## src/rtl/ppb_dec_pkg.sv

```systemverilog
// Shared types and helpers for the private peripheral window decoder.
// Assumes access sizes are carried as a byte count in SIZE_W bits.
package ppb_dec_pkg;

    localparam int SIZE_W  = 4;
    localparam int MAX_ACC = 8;

    typedef enum logic [1:0] {
        TGT_NONE    = 2'd0,
        TGT_DEFAULT = 2'd1,
        TGT_SYSREG  = 2'd2,
        TGT_TIMER   = 2'd3
    } ppb_tgt_e;

    // Legal sizes run from one byte up to MAX_ACC bytes.
    function automatic logic size_legal(input logic [SIZE_W-1:0] sz);
        return (sz != '0) && (int'(sz) <= MAX_ACC);
    endfunction

endpackage

```

## src/rtl/ppb_range_match.sv

```systemverilog
// Compares a window offset against one [BASE, BASE+LEN) range.
// Produces the hit flag and the offset relative to BASE.
// Assumes BASE+LEN fits in AW+1 bits; the enable input masks the range off.
module ppb_range_match #(
    parameter int              AW   = 20,
    parameter logic [AW-1:0]   BASE = '0,
    parameter int              LEN  = 1
) (
    input  logic          enable,
    input  logic [AW-1:0] wofs,
    output logic          hit,
    output logic [AW-1:0] local_ofs
);
    localparam logic [AW:0] LO_EXT = {1'b0, BASE};
    localparam logic [AW:0] LIMIT  = LO_EXT + (AW+1)'(LEN);

    // Bounds test and rebasing of the offset.
    always_comb begin
        hit       = enable && ({1'b0, wofs} >= LO_EXT) && ({1'b0, wofs} < LIMIT);
        local_ofs = wofs - BASE;
    end
endmodule

```

## src/rtl/ppb_priority_pick.sv

```systemverilog
// Picks the highest-ranked hit among N range matchers.
// Ranges flagged in IS_TIMER rank above the others.
// Assumes ranges of equal rank never overlap, so ties cannot occur.
module ppb_priority_pick
    import ppb_dec_pkg::*;
#(
    parameter int            N        = 4,
    parameter int            AW       = 20,
    parameter logic [N-1:0]  IS_TIMER = '0,
    parameter logic [N-1:0]  IS_ALIAS = '0
) (
    input  logic [N-1:0]         hit,
    input  logic [N-1:0][AW-1:0] local_ofs,
    output logic                 found,
    output ppb_tgt_e             tgt,
    output logic                 ns,
    output logic [AW-1:0]        ofs
);
    // Scan all ranges and keep the hit with the highest rank.
    always_comb begin
        logic [1:0] best;
        logic [1:0] lvl;
        best  = 2'd0;
        found = 1'b0;
        tgt   = TGT_NONE;
        ns    = 1'b0;
        ofs   = '0;
        for (int i = 0; i < N; i++) begin
            lvl = IS_TIMER[i] ? 2'd2 : 2'd1;
            if (hit[i] && (lvl > best)) begin
                best  = lvl;
                found = 1'b1;
                tgt   = IS_TIMER[i] ? TGT_TIMER : TGT_SYSREG;
                ns    = IS_ALIAS[i];
                ofs   = local_ofs[i];
            end
        end
    end
endmodule

```

## src/rtl/ppb_default_resp.sv

```systemverilog
// Built-in responder for unclaimed window space.
// Reads as zero and ignores writes.
// Faults on an illegal size or an unprivileged access.
// Assumes the caller applies the fault only when this responder is chosen.
module ppb_default_resp
    import ppb_dec_pkg::*;
#(
    parameter int DW = 64
) (
    input  logic [SIZE_W-1:0] size,
    input  logic              priv,
    output logic              size_bad,
    output logic              fault,
    output logic [DW-1:0]     rdata
);
    // Size legality and privilege fault.
    always_comb begin
        size_bad = !size_legal(size);
        fault    = size_bad || !priv;
        rdata    = '0;
    end
endmodule

```

## src/rtl/ppb_window_decoder.sv

```systemverilog
// Registered decoder for a 1 MB private peripheral window.
// Routes each access to the timer, the system registers or the default responder, by fixed rank.
// SECURE_EXT adds non-secure alias copies at +ALIAS_DELTA.
// Assumes the upstream fabric presents only in-window addresses, so bits above WIN_AW are ignored.
module ppb_window_decoder
    import ppb_dec_pkg::*;
#(
    parameter int                ADDR_W      = 32,
    parameter int                WIN_AW      = 20,
    parameter int                DATA_W      = 64,
    parameter bit                SECURE_EXT  = 1'b1,
    parameter logic [WIN_AW-1:0] SYSREG_BASE = 20'h0E000,
    parameter int                SYSREG_LEN  = 32'h1000,
    parameter logic [WIN_AW-1:0] TIMER_BASE  = 20'h0E010,
    parameter int                TIMER_LEN   = 32'hE0,
    parameter logic [WIN_AW-1:0] ALIAS_DELTA = 20'h20000
) (
    input  logic              clk,
    input  logic              rst_n,
    input  logic              req_valid,
    input  logic [ADDR_W-1:0] req_addr,
    input  logic              req_write,
    input  logic [SIZE_W-1:0] req_size,
    input  logic              req_priv,
    output logic              rsp_valid,
    output logic              sel_sysreg,
    output logic              sel_timer,
    output logic              sel_default,
    output logic [WIN_AW-1:0] rsp_offset,
    output logic              rsp_ns_view,
    output logic              rsp_error,
    output logic [DATA_W-1:0] rsp_rdata
);
    localparam int           NREG     = 4;
    localparam logic [NREG-1:0] IS_TIMER = 4'b1010;
    localparam logic [NREG-1:0] IS_ALIAS = 4'b1100;

    logic [WIN_AW-1:0]            win_ofs;
    logic                         unused_bits;
    logic [NREG-1:0]              hit;
    logic [NREG-1:0][WIN_AW-1:0]  local_ofs;
    logic                         found;
    ppb_tgt_e                     pick_tgt;
    logic                         pick_ns;
    logic [WIN_AW-1:0]            pick_ofs;
    logic                         size_bad;
    logic                         dflt_fault;
    ppb_tgt_e                     nxt_tgt;
    logic                         nxt_ns;
    logic                         nxt_err;
    logic [WIN_AW-1:0]            nxt_ofs;

    assign win_ofs     = req_addr[WIN_AW-1:0];
    assign unused_bits = ^{req_addr[ADDR_W-1:WIN_AW], req_write};

    // One range matcher per target view; the aliases exist only with SECURE_EXT.
    for (genvar g = 0; g < NREG; g++) begin : g_rng
        localparam logic [WIN_AW-1:0] SHIFT_G = (g >= 2) ? ALIAS_DELTA : {WIN_AW{1'b0}};
        localparam logic [WIN_AW-1:0] BASE_G  = (((g % 2) == 1) ? TIMER_BASE : SYSREG_BASE) + SHIFT_G;
        localparam int                LEN_G   = ((g % 2) == 1) ? TIMER_LEN : SYSREG_LEN;
        localparam bit                EN_G    = (g < 2) || SECURE_EXT;

        ppb_range_match #(
            .AW   (WIN_AW),
            .BASE (BASE_G),
            .LEN  (LEN_G)
        ) u_match (
            .enable    (EN_G),
            .wofs      (win_ofs),
            .hit       (hit[g]),
            .local_ofs (local_ofs[g])
        );
    end

    ppb_priority_pick #(
        .N        (NREG),
        .AW       (WIN_AW),
        .IS_TIMER (IS_TIMER),
        .IS_ALIAS (IS_ALIAS)
    ) u_pick (
        .hit       (hit),
        .local_ofs (local_ofs),
        .found     (found),
        .tgt       (pick_tgt),
        .ns        (pick_ns),
        .ofs       (pick_ofs)
    );

    ppb_default_resp #(
        .DW (DATA_W)
    ) u_dflt (
        .size     (req_size),
        .priv     (req_priv),
        .size_bad (size_bad),
        .fault    (dflt_fault),
        .rdata    (rsp_rdata)
    );

    // Final routing: an illegal size overrides any target hit.
    always_comb begin
        if (size_bad) begin
            nxt_tgt = TGT_DEFAULT;
            nxt_ns  = 1'b0;
            nxt_err = 1'b1;
            nxt_ofs = win_ofs;
        end else if (found) begin
            nxt_tgt = pick_tgt;
            nxt_ns  = pick_ns;
            nxt_err = 1'b0;
            nxt_ofs = pick_ofs;
        end else begin
            nxt_tgt = TGT_DEFAULT;
            nxt_ns  = 1'b0;
            nxt_err = dflt_fault;
            nxt_ofs = win_ofs;
        end
    end

    // Response register: one cycle from request to selects and completion.
    always_ff @(posedge clk) begin
        if (!rst_n) begin
            rsp_valid   <= 1'b0;
            sel_sysreg  <= 1'b0;
            sel_timer   <= 1'b0;
            sel_default <= 1'b0;
            rsp_offset  <= '0;
            rsp_ns_view <= 1'b0;
            rsp_error   <= 1'b0;
        end else begin
            rsp_valid   <= req_valid;
            sel_sysreg  <= req_valid && (nxt_tgt == TGT_SYSREG);
            sel_timer   <= req_valid && (nxt_tgt == TGT_TIMER);
            sel_default <= req_valid && (nxt_tgt == TGT_DEFAULT);
            rsp_ns_view <= req_valid && nxt_ns;
            rsp_error   <= req_valid && nxt_err;
            if (req_valid) begin
                rsp_offset <= nxt_ofs;
            end
        end
    end
endmodule

```

## config.mk

```make
export PLATFORM = sky130hd
export DESIGN_NAME = ppb_window_decoder
export DESIGN_NICKNAME = d
export VERILOG_FILES = /design/src/rtl/ppb_dec_pkg.sv /design/src/rtl/ppb_range_match.sv /design/src/rtl/ppb_priority_pick.sv /design/src/rtl/ppb_default_resp.sv /design/src/rtl/ppb_window_decoder.sv
export SDC_FILE = /design/constraint.sdc
export NUM_CORES = 1
export LEC_CHECK = 0
export BUFFER_PORTS_ARGS = -buffer_cell sky130_fd_sc_hd__buf_4
export CORE_MARGIN = 2
export CORE_UTILIZATION = 25
export DETAILED_ROUTE_END_ITERATION = 10
export SLEW_MARGIN = 20
export SYNTH_ARGS = -nofsm -noshare
export SYNTH_HDL_FRONTEND = slang
export SYNTH_HIERARCHICAL = 1
export SYNTH_SLANG_ARGS = --single-unit
```

## constraint.sdc

```tcl
create_clock -name clk -period 4.6 [get_ports clk]
set_clock_uncertainty 0.1 [all_clocks]
set_input_delay 0.23 -clock clk [delete_from_list [all_inputs] [get_ports clk]]
set_output_delay 0.23 -clock clk [all_outputs]
set_load 0.1 [all_outputs]
```

==> results.md <==
- Die W: 123.1 um
- FF+latch count, synth: 26
- Placement Cell Area: 3565 um2
- Worst-path fanout max: 27
- Fraction of layout cells with a size suffix above 1: 0.2054
- CTS Hold Bufs: 0
- GRT Total Usage: 0.1131
- Top cells by area, synth: buf_4, dfxtp_1, xor2_1
- RSZ-0062 raised after global routing: false
- Pre-antenna DRT Iters: 4
- Antenna violations before repair: 0
- Placer Congestion: 0.9180
- Post-synth top area share: 0.2138
- WP data required: 4670 ps
- Overall power: 0.9694 mW
- Data arrival, critical path: 3060 ps
- Ant diodes: 0
- VDD IR max: 0.00009005 V
- Worst-Skew Late Latency: 270 ps
- Leak: 1.594 nW
- Crit path time final: 2994 ps
- Gr ovfl total: 0
- Root buffer cell: clkbuf_16
- Synth Flop Type: dfxtp_1
- CTS tree: done
- Mapped Area: 3547 um2
- Max-cap violations: 0
- Post-synthesis cell count: 445
- Logic pwr share: 0.514
- Reg2reg start: rsp_offset[19]
- Clock Sinks: 26
- Vias in the first global route: 2599
- CTS resizes: 0
- Sw Pwr: 0.5211 mW
- Reg power frac: 0.253
- Via count: 2947
- Most common cell after layout, fill and taps aside: conb_1
- Hold Crit Start: req_addr[2]
- Wire length per cell: 14.36 um
- Initial DRC Count: 268
- Yosys top cell by area: buf_4
- Largest net degree at the start of global routing: 62
- IO Count: 131
- Worst slew pin tran: 923.1 ps
- Layout area overhead: 2.998%
- Clk pwr share: 0.233
- Global-route wire length before repair: 13670 um
- TritonCTS Buffers: 3
- Async SR Flop Fraction: 0
- Initial Util: 0.2555
- Worst reg2reg setup slack: 3740 ps
- Total core area: 13880 um2
- DRC: 0
- P per Cell Area: 265.3 nW/um2
- Status: completed
- Max-slew violations: 0
- Die height: 123.1 um
- Hold path endpoint: rsp_offset[2]
- Slew Limit Headroom: 0.3846
- Fin util: 0.2632
- Final nets: 498
- Internal power: 0.4483 mW
- Post-CTS setup buffer count: 0
- Final period util: 0.6508
- Vias per cell: 4.693
- Register-to-Register Path Depth: 2
- Longest Clk Path Bufs: 2
- Distinct cells, synth: 60
- H-tree depth: 1
- Fraction of power spent switching nets: 0.5375
- FMAX: 0.3340 GHz
- IO buf count: 53
- Startpoint Class: primary input
- Antenna-violating nets left: 0
- Setup TNS: 0 ps
- HPWL after detailed placement: 6223 um
- Post-route cell area: 3654 um2
- Ys Warns: 6
- Crit Path Class: primary input to flop
- Most frequent cells in the layout: conb_1, buf_4, inv_1, dfxtp_1
- Routed WL: 9018 um
- Mean Syn Cell Area: 7.971 um2
- CP endpoint kind: flop
- Final Hold Fails: 0
- Number of synthesized flops with an enable pin: 0
- Fill count: 1530
- Hold crit path type: primary input to flop
- Final setup viols: 0
- Hold path depth: 3
- Row count: 43
- Post-synthesis sequential area ratio: 0.1467
- DIE AREA: 15160 um2
- Reg clk slew, reported paths: 70 ps
- RR Endpoint: rsp_offset[19]
## per-layer routing
metal  part of all wire  GRT usage  wire length (um)  vias up
met5                  0          0                 0        -
li1                   -          -                 -     1449
met4              0.016    0.02699               144        0
met2               0.47     0.1854              4230      118
met1               0.45     0.1533              4057     1368
met3              0.065    0.02122               586       12
## sequential cells by signal, summed over array words and instances, names as in the netlist
register,cells
rsp_valid,1
rsp_offset,20
sel_default,1
rsp_ns_view,1
rsp_error,1
sel_timer,1
sel_sysreg,1
## critical path, stage by stage
cell      delay, ps
buf_4           160
or4_4           590
a311oi_1        230
nand4_1         130
nor2_1          150
buf_4           310
or2_2           200
or3_1           120
nand2b_1        490
a311oi_1        460
## kinds of logic (layout without fill, tap and decap cells)
family / after synthesis / in the layout / share of synthesized area
XOR/XNOR: 35 / 35 / 0.08642
buffers and inverters: 157 / 94 / 0.2850
AO/OA/AOI/OAI: 126 / 126 / 0.2600
adder cells (fa/ha/maj): 8 / 8 / 0.02822
other: 2 / 68 / 0.002117
flip-flops: 26 / 26 / 0.1467
AND/OR/NAND/NOR: 91 / 91 / 0.1915
## metrics by stage
stage | worst slack (ps) | instances | hold slack (ps)
global placement | 1375 | 624 | 421.7
detailed placement | 1318 | 624 | 429.8
global route | 1367 | 628 | 169.0
CTS | 1605 | 628 | 147.4
floorplan | 1928 | 511 | 281.0
finish | 1606 | 628 | 156.9
## power groups by stage
| stage | combinational, mW | sequential, mW | clock (mW) |
|---|---|---|---|
| 2_1_floorplan | 0.375 | 0.349 | 0 |
| 5_1_grt | 0.520 | 0.247 | 0.243 |
| 3_3_place_gp | 0.495 | 0.250 | 0 |
| 4_1_cts | 0.498 | 0.245 | 0.236 |
| 6_report | 0.498 | 0.245 | 0.226 |
| 3_5_place_dp | 0.497 | 0.251 | 0 |
## cell usage after synthesis, types with 2 or more instances
cell and n:
a21oi_1 24, a22oi_1 18, a311oi_1 20, a311oi_2 2, a31oi_1 3, and3_1 2
and4bb_1 12, buf_2 11, buf_4 101, buf_6 2, clkbuf_1 8, clkbuf_2 2
conb_1 2, dfxtp_1 26, ha_1 8, inv_1 32, nand2_1 13, nand2b_1 6
nand3_1 6, nand4_1 2, nor2_1 12, nor2b_1 3, nor3_1 3, nor4_1 5
nor4bb_1 8, o21ai_0 24, o21ai_1 2, o21ai_2 2, o22ai_1 9, o22ai_2 10
o31ai_1 2, or3_1 2, or4_4 3, xnor2_1 14, xor2_1 21
## area by class of cell
cell class,instances,area (um2),area share
Timing Repair Buffer,58,435.4,0.1192
Clock buffer,4,88.84,0.02432
Sequential cell,26,520.5,0.1425
Inverter,32,120.1,0.03288
Multi-Input combinational cell,328,2263,0.6195
Tap cell,180,225.2,0.06164
## how the worst max path moves through the flow
stage	endpoint	from	slack, ps
2_1_floorplan	rsp_offset[7]	req_addr[12]	1930
3_3_place_gp	rsp_offset[8]	req_addr[12]	1380
3_5_place_dp	rsp_offset[5]	req_addr[12]	1320
4_1_cts	rsp_offset[5]	req_addr[12]	1610
5_1_grt	rsp_offset[0]	req_addr[12]	1370
6_report	rsp_offset[19]	req_addr[12]	1610
Note: power is estimated with default switching activity, not from simulation.
